<file path="src/rtl/awd_pkg.sv">
// Package: shared encodings for the address window decoder.
// Assumes: register kinds are fixed by the write-port contract.
package awd_pkg;
    typedef enum logic [1:0] {
        CFG_LOW    = 2'd0,
        CFG_HIGH   = 2'd1,
        CFG_REMAP  = 2'd2,
        CFG_ISPACE = 2'd3
    } cfg_kind_e;
endpackage

</file>
<file path="src/rtl/awd_cfg_regs.sv">
// Module: configuration register file for all windows plus the internal base.
// Masks each write to its field width; a low-decode write also loads remap.
// Assumes: idx values >= NUM_WIN are ignored; internal base write ignores idx.
module awd_cfg_regs #(
    parameter int NUM_WIN  = 10,
    parameter int IDX_W    = 4,
    parameter int DATA_W   = 32,
    parameter int LO_W     = 15,
    parameter int HI_W     = 7,
    parameter int RM_W     = 11,
    parameter logic [LO_W-1:0] LO_RST  = 15'h0001,
    parameter logic [LO_W-1:0] ISP_RST = 15'h00DF
) (
    input  logic                          clk,
    input  logic                          rst_n,
    input  logic                          we,
    input  logic [1:0]                    kind,
    input  logic [IDX_W-1:0]              idx,
    input  logic [DATA_W-1:0]             wdata,
    output logic [NUM_WIN-1:0][LO_W-1:0]  lo_q,
    output logic [NUM_WIN-1:0][HI_W-1:0]  hi_q,
    output logic [NUM_WIN-1:0][RM_W-1:0]  rm_q,
    output logic [LO_W-1:0]               isp_q
);
    import awd_pkg::*;

    logic unused_wdata;
    assign unused_wdata = ^wdata[DATA_W-1:LO_W];

    for (genvar w = 0; w < NUM_WIN; w++) begin : g_win
        // Per-window register update with field masking
        always_ff @(posedge clk) begin
            if (!rst_n) begin
                lo_q[w] <= LO_RST;
                hi_q[w] <= '0;
                rm_q[w] <= '0;
            end else if (we && idx == IDX_W'(w)) begin
                case (cfg_kind_e'(kind))
                    CFG_LOW: begin
                        lo_q[w] <= wdata[LO_W-1:0];
                        rm_q[w] <= wdata[RM_W-1:0];
                    end
                    CFG_HIGH:  hi_q[w] <= wdata[HI_W-1:0];
                    CFG_REMAP: rm_q[w] <= wdata[RM_W-1:0];
                    default:   ;
                endcase
            end
        end
    end

    // Internal register window base update
    always_ff @(posedge clk) begin
        if (!rst_n) begin
            isp_q <= ISP_RST;
        end else if (we && cfg_kind_e'(kind) == CFG_ISPACE) begin
            isp_q <= wdata[LO_W-1:0];
        end
    end
endmodule

</file>
<file path="src/rtl/awd_win_match.sv">
// Module: range match of one address granule against one window.
// Enabled when low[HI_W-1:0] <= high; covers granules [low, low+high+1-low[HI_W-1:0]).
// Assumes: gran is the address shifted right by the granule size.
module awd_win_match #(
    parameter int LO_W = 15,
    parameter int HI_W = 7,
    parameter int GR_W = 11
) (
    input  logic [LO_W-1:0] lo,
    input  logic [HI_W-1:0] hi,
    input  logic [GR_W-1:0] gran,
    output logic            hit
);
    localparam int CW = LO_W + 2;

    logic [HI_W-1:0] lo_low;
    logic            en;
    logic [CW-1:0]   start_g;
    logic [CW-1:0]   end_g;
    logic [CW-1:0]   gran_x;

    // Enable check and granule window bounds
    always_comb begin
        lo_low  = lo[HI_W-1:0];
        en      = (lo_low <= hi);
        start_g = CW'(lo);
        end_g   = CW'(lo) + CW'(hi) + CW'(1) - CW'(lo_low);
        gran_x  = CW'(gran);
        hit     = en && (gran_x >= start_g) && (gran_x < end_g);
    end
endmodule

</file>
<file path="src/rtl/awd_select.sv">
// Module: priority pick among window hits and address translation.
// Internal window first, then lowest index; holes suppress every hit.
// Assumes: IO_MASK marks the windows that forward a 16-bit port address.
module awd_select #(
    parameter int NUM_WIN   = 10,
    parameter int IDX_W     = 4,
    parameter int ADDR_W    = 32,
    parameter int GRAN_SH   = 21,
    parameter int INT_SH    = 12,
    parameter int IO_W      = 16,
    parameter logic [NUM_WIN-1:0] IO_MASK = 10'h090
) (
    input  logic [NUM_WIN-1:0]                         win_hit,
    input  logic                                       int_hit,
    input  logic                                       hole,
    input  logic [ADDR_W-1:0]                          addr,
    input  logic [NUM_WIN-1:0][ADDR_W-GRAN_SH-1:0]     rm,
    output logic [NUM_WIN:0]                           sel,
    output logic                                       miss,
    output logic [ADDR_W-1:0]                          xlat
);
    logic [IDX_W-1:0] pick;
    logic             any;

    // Lowest-index programmable hit
    always_comb begin
        pick = '0;
        any  = 1'b0;
        for (int i = NUM_WIN - 1; i >= 0; i--) begin
            if (win_hit[i]) begin
                pick = IDX_W'(i);
                any  = 1'b1;
            end
        end
    end

    // Final select and translated address
    always_comb begin
        sel  = '0;
        xlat = '0;
        if (!hole) begin
            if (int_hit) begin
                sel[NUM_WIN] = 1'b1;
                xlat = ADDR_W'(addr[INT_SH-1:0]);
            end else if (any) begin
                sel[pick] = 1'b1;
                if (IO_MASK[pick]) begin
                    xlat = ADDR_W'(addr[IO_W-1:0]);
                end else begin
                    xlat = {rm[pick], addr[GRAN_SH-1:0]};
                end
            end
        end
        miss = ~|sel;
    end
endmodule

</file>
<file path="src/rtl/addr_window_decoder.sv">
// Module: top of the programmable address window decoder.
// Registered configuration, combinational decode of cpu_addr.
// Assumes: ADDR_W - GRAN_SH equals the remap width; holes are fixed constants.
module addr_window_decoder #(
    parameter int NUM_WIN  = 10,
    parameter int ADDR_W   = 32,
    parameter int GRAN_SH  = 21,
    parameter int INT_SH   = 12,
    parameter int IO_W     = 16,
    parameter int LO_W     = 15,
    parameter int HI_W     = 7,
    parameter logic [NUM_WIN-1:0] IO_MASK = 10'h090,
    parameter logic [LO_W-1:0]    LO_RST  = 15'h0001,
    parameter logic [LO_W-1:0]    ISP_RST = 15'h00DF,
    parameter logic [ADDR_W-1:0]  HOLE0_LO = 32'h1E00_0000,
    parameter logic [ADDR_W-1:0]  HOLE0_HI = 32'h1F0F_FFFF,
    parameter logic [ADDR_W-1:0]  HOLE1_LO = 32'h1FC0_0000,
    parameter logic [ADDR_W-1:0]  HOLE1_HI = 32'h1FCF_FFFF,
    localparam int IDX_W = $clog2(NUM_WIN),
    localparam int RM_W  = ADDR_W - GRAN_SH
) (
    input  logic              clk,
    input  logic              rst_n,
    input  logic              cfg_we,
    input  logic [1:0]        cfg_kind,
    input  logic [IDX_W-1:0]  cfg_idx,
    input  logic [ADDR_W-1:0] cfg_wdata,
    input  logic [ADDR_W-1:0] cpu_addr,
    output logic [NUM_WIN:0]  win_sel,
    output logic              win_miss,
    output logic [ADDR_W-1:0] xlat_addr
);
    logic [NUM_WIN-1:0][LO_W-1:0] lo_q;
    logic [NUM_WIN-1:0][HI_W-1:0] hi_q;
    logic [NUM_WIN-1:0][RM_W-1:0] rm_q;
    logic [LO_W-1:0]              isp_q;
    logic [NUM_WIN-1:0]           win_hit;
    logic [RM_W-1:0]              gran;
    logic                         int_hit;
    logic                         hole;

    assign gran = cpu_addr[ADDR_W-1:GRAN_SH];

    awd_cfg_regs #(
        .NUM_WIN(NUM_WIN), .IDX_W(IDX_W), .DATA_W(ADDR_W), .LO_W(LO_W),
        .HI_W(HI_W), .RM_W(RM_W), .LO_RST(LO_RST), .ISP_RST(ISP_RST)
    ) u_regs (
        .clk(clk), .rst_n(rst_n), .we(cfg_we), .kind(cfg_kind),
        .idx(cfg_idx), .wdata(cfg_wdata),
        .lo_q(lo_q), .hi_q(hi_q), .rm_q(rm_q), .isp_q(isp_q)
    );

    for (genvar w = 0; w < NUM_WIN; w++) begin : g_match
        awd_win_match #(.LO_W(LO_W), .HI_W(HI_W), .GR_W(RM_W)) u_match (
            .lo(lo_q[w]), .hi(hi_q[w]), .gran(gran), .hit(win_hit[w])
        );
    end

    // Internal 4 KB window and reserved-hole detection
    always_comb begin
        int_hit = (LO_W'(gran) == isp_q) && (cpu_addr[GRAN_SH-1:INT_SH] == '0);
        hole    = ((cpu_addr >= HOLE0_LO) && (cpu_addr <= HOLE0_HI)) ||
                  ((cpu_addr >= HOLE1_LO) && (cpu_addr <= HOLE1_HI));
    end

    awd_select #(
        .NUM_WIN(NUM_WIN), .IDX_W(IDX_W), .ADDR_W(ADDR_W), .GRAN_SH(GRAN_SH),
        .INT_SH(INT_SH), .IO_W(IO_W), .IO_MASK(IO_MASK)
    ) u_sel (
        .win_hit(win_hit), .int_hit(int_hit), .hole(hole), .addr(cpu_addr),
        .rm(rm_q), .sel(win_sel), .miss(win_miss), .xlat(xlat_addr)
    );
endmodule

</file>
<file path="config.mk">
export PLATFORM = sky130hd
export DESIGN_NAME = addr_window_decoder
export DESIGN_NICKNAME = d
export VERILOG_FILES = /design/src/rtl/awd_pkg.sv /design/src/rtl/awd_cfg_regs.sv /design/src/rtl/awd_win_match.sv /design/src/rtl/awd_select.sv /design/src/rtl/addr_window_decoder.sv
export SDC_FILE = /design/constraint.sdc
export NUM_CORES = 1
export LEC_CHECK = 0
export BUFFER_PORTS_ARGS = -buffer_cell sky130_fd_sc_hd__buf_2
export CORE_MARGIN = 4
export CORE_UTILIZATION = 55
export DETAILED_ROUTE_END_ITERATION = 6
export GPL_TIMING_DRIVEN = 0
export PLACE_DENSITY_LB_ADDON = 0.12
export SYNTH_ARGS = -nofsm -noshare
export SYNTH_HDL_FRONTEND = slang
export SYNTH_SLANG_ARGS = --single-unit
</file>
<file path="constraint.sdc">
create_clock -name clk -period 12.3 [get_ports clk]
set_input_delay 3.69 -clock clk [delete_from_list [all_inputs] [get_ports clk]]
set_output_delay 3.69 -clock clk [all_outputs]
set_load 0.005 [all_outputs]
</file>
==> flow_summary.toml <==
[cts]
root_buffer = "clkbuf_16"
cts.sinks = 345
cts_tree = "done"
numCtsBuffers = 38
htreeDepth = 2
clock_path_buffers = 3
cts_hold_buffers = 0
clkLatencyLatePin_ps = 520
cts.clk_slew.worst_paths_ps = 60

[logic_synthesis]
synth_edf_count = 0
syn_inst = 4265
yosysMostFrequentCell = "ha_1"
synthTopCellsByArea = "ha_1, dfxtp_1, mux2i_1"
synth_top_area_share_pct = 20.7
ys_top_cells_by_count = "ha_1, nand2_1, inv_1"
synth_area_mm2 = 0.0341
synthArstFlopShare_pct = 0
ys_ff_latch = 345
synth_ff_type = "dfxtp_1"
ys_seq_area_share_pct = 20.3
ys_types = 80
ys_warn_count = 0
syn-mean-instance-area_um2 = 7.99
synth_fp_nets = 4922
yosysTopAreaCell = "ha_1"

[setup_path]
cp.required_ps = 8610
path_class = "in -> out"
path_delay_family = "compound AO/OA/AOI/OAI gates"
max_stage_delay_ps = 550
critPathCaptureType = "primary output"
worst-path-buf-inv = 6
worstPathCellList = "buf_2 > clkbuf_16 > clkinvlp_4 > buf_4 > ha_1 > o21ai_0 > a21oi_1 > a2111oi_1 > o21ai_0 > a31o_2 > o311a_1 > a2111o_1 > or3_4 > o22ai_1 > buf_2 > mux2_2 > o311ai_1 > nor4_4 > buf_2"
cpMostUsedCell = "buf_2"
critPathSlowestCell = "o311ai_1"
worst-path-max-fanout = 10
arrival_ps = 8490
startpoint_type = "primary input"

[sta]
relSlewSlack_pct = -4.90
fin_skew_ps = 0
min_period_ps = 12180
finalSetupViolCount = 0
maxSlewViolCount = 22
fin_setup_tns_ps = 0
tightest_slew_ps = 1570
fmax_ghz = 0.0821
period_share_pct = 99.0
fin_ws_ps = 120
hold_viol = 0

[job]
drv_cap = 2

[floorplanning]
die-area_mm2 = 0.0660
core.rowCount = 91
die-height_um = 257
start_util_pct = 55.5
core-area_mm2 = 0.0615
io_pins = 117
dieWidth_um = 257

[route]
drt_iter0_markers = 2457
final_antenna_net_count = 0
num_vias = 30800
detail_route.first_pass.iterations = 6
drt-total-wl_mm = 105
wl_per_cell_um = 20.0
drc = 0
via_per_inst = 5.90

[placement]
hpwlAfterDp_mm = 76.6
gp_congestion = 0.972
numPortBuffers = 97
place_ws_ps = -1920
placed_area_mm2 = 0.0356

[grt]
overflow = 0
grt_pass1_vias = 28500
grt_pass1_wl_mm = 160
track_usage_pct = 30.2
grt_antenna_before_repair = 8
grt_max_degree = 23

[finish]
finalNetCount = 5065
nFillCells = 5660
fin_area_mm2 = 0.0373
fin_util_pct = 60.7
drive_above_1_share_pct = 6.25
area_growth_pct = 9.49

[pwr]
p_per_area_mw_per_mm2 = 78.3
ir_worst_vdd_uv = 89.3
power.leakage_nw = 15.7

[worst_hold_path]
hp-class = "reg -> reg"

[status]
violations = "max-capacitance violations, max-slew violations"
status = "finished, violations left"
-- report_power, final --
group / switching [W] / total, W / internal, W
sequential: 0.00000699 / 0.00113 / 0.00112
clock: 0.000486 / 0.00117 / 0.000679
combinational: 0.000386 / 0.000627 / 0.000241
total: 0.000878 / 0.00292 / 0.00205
-- kinds of logic after synthesis --
logic type / count (synthesis) / synth area share (%)
buffers and inverters: 519 / 5.77
AOI/OAI and AO/OA: 964 / 19.0
muxes: 234 / 6.99
DFF: 345 / 20.3
and+or+nand+nor: 1374 / 19.8
xor gates and xnor gates: 245 / 6.29
adders and majority gates: 584 / 21.9
-- area by class of cell --
class	instances	area, um^2	area share, %
buffer	143	612	1.64
timing repair buffer	104	608	1.63
sequential	345	6910	18.5
clock buffer	52	1110	2.99
tap	790	988	2.65
inverter	375	1410	3.78
multi-input combinational	3401	25500	68.4
antenna	5	12.5	0.0335
clock inverter	12	145	0.389
-- through the flow --
stage | power, W | hold WS, ps | std cells
2_1_floorplan | 0.00152 | 441 | 4265
3_3_place_gp | 0.00172 | 449 | 5152
3_5_place_dp | 0.00173 | 455 | 5152
4_1_cts | 0.00290 | 462 | 5219
5_1_grt | 0.00302 | 492 | 5225
6_report | 0.00292 | 462 | 5227
-- worst reg2reg max path, delay by kind of cell, from the launching register on --
kind / cells / cell delay, ps
AO/OA/AOI/OAI: 1 / 230
flip-flops: 1 / 460
AND/OR/NAND/NOR: 1 / 80
-- timing repair --
item | 4_1_cts | 5_1_grt
setup buffers | 4 | 2
setup endpoints to repair | 44 | 14
resized for setup | 65 | 18
pin swaps | 1 | 4
-- flip-flops by register name, summed over array words and instances, names as in the netlist --
name          flops
u_regs.isp_q     15
u_regs.lo_q     150
u_regs.rm_q     110
u_regs.hi_q      70
-- path summary, 6_finish.rpt --
path | endpoint | from | cells past startpoint | slack, ps
max reg2reg | u_regs.lo_q[54]$_SDFFE_PN0P_ | u_regs.lo_q[54]$_SDFFE_PN0P_ | 2 | 11440
min reg2reg | u_regs.rm_q[7]$_SDFFE_PN0P_ | u_regs.rm_q[7]$_SDFFE_PN0P_ | 2 | 460
max | xlat_addr[31] | cpu_addr[21] | 19 | 120
min | u_regs.rm_q[7]$_SDFFE_PN0P_ | u_regs.rm_q[7]$_SDFFE_PN0P_ | 2 | 460
-- placed cells by master, fill, tap and decap left out, types with 88 or more instances in the layout --
master / Yosys / routed
dfxtp_1: 345 / 345
ha_1: 564 / 564
xor2_1: 102 / 102
clkbuf_1: 132 / 131
buf_2: 3 / 88
a21oi_1: 221 / 220
nor2b_1: 234 / 234
inv_1: 374 / 373
a21boi_0: 168 / 168
nor2_1: 236 / 236
xnor2_1: 143 / 142
mux2i_1: 201 / 201
o21ai_0: 171 / 167
nand2_1: 464 / 463
-- metal layers --
layer	track usage (%)	wire length, um
met5	0	7
met4	10.2	3870
met3	3.67	7150
met2	48.1	45500
met1	42.6	48200
No activity file was read; power rests on OpenSTA's default activity.
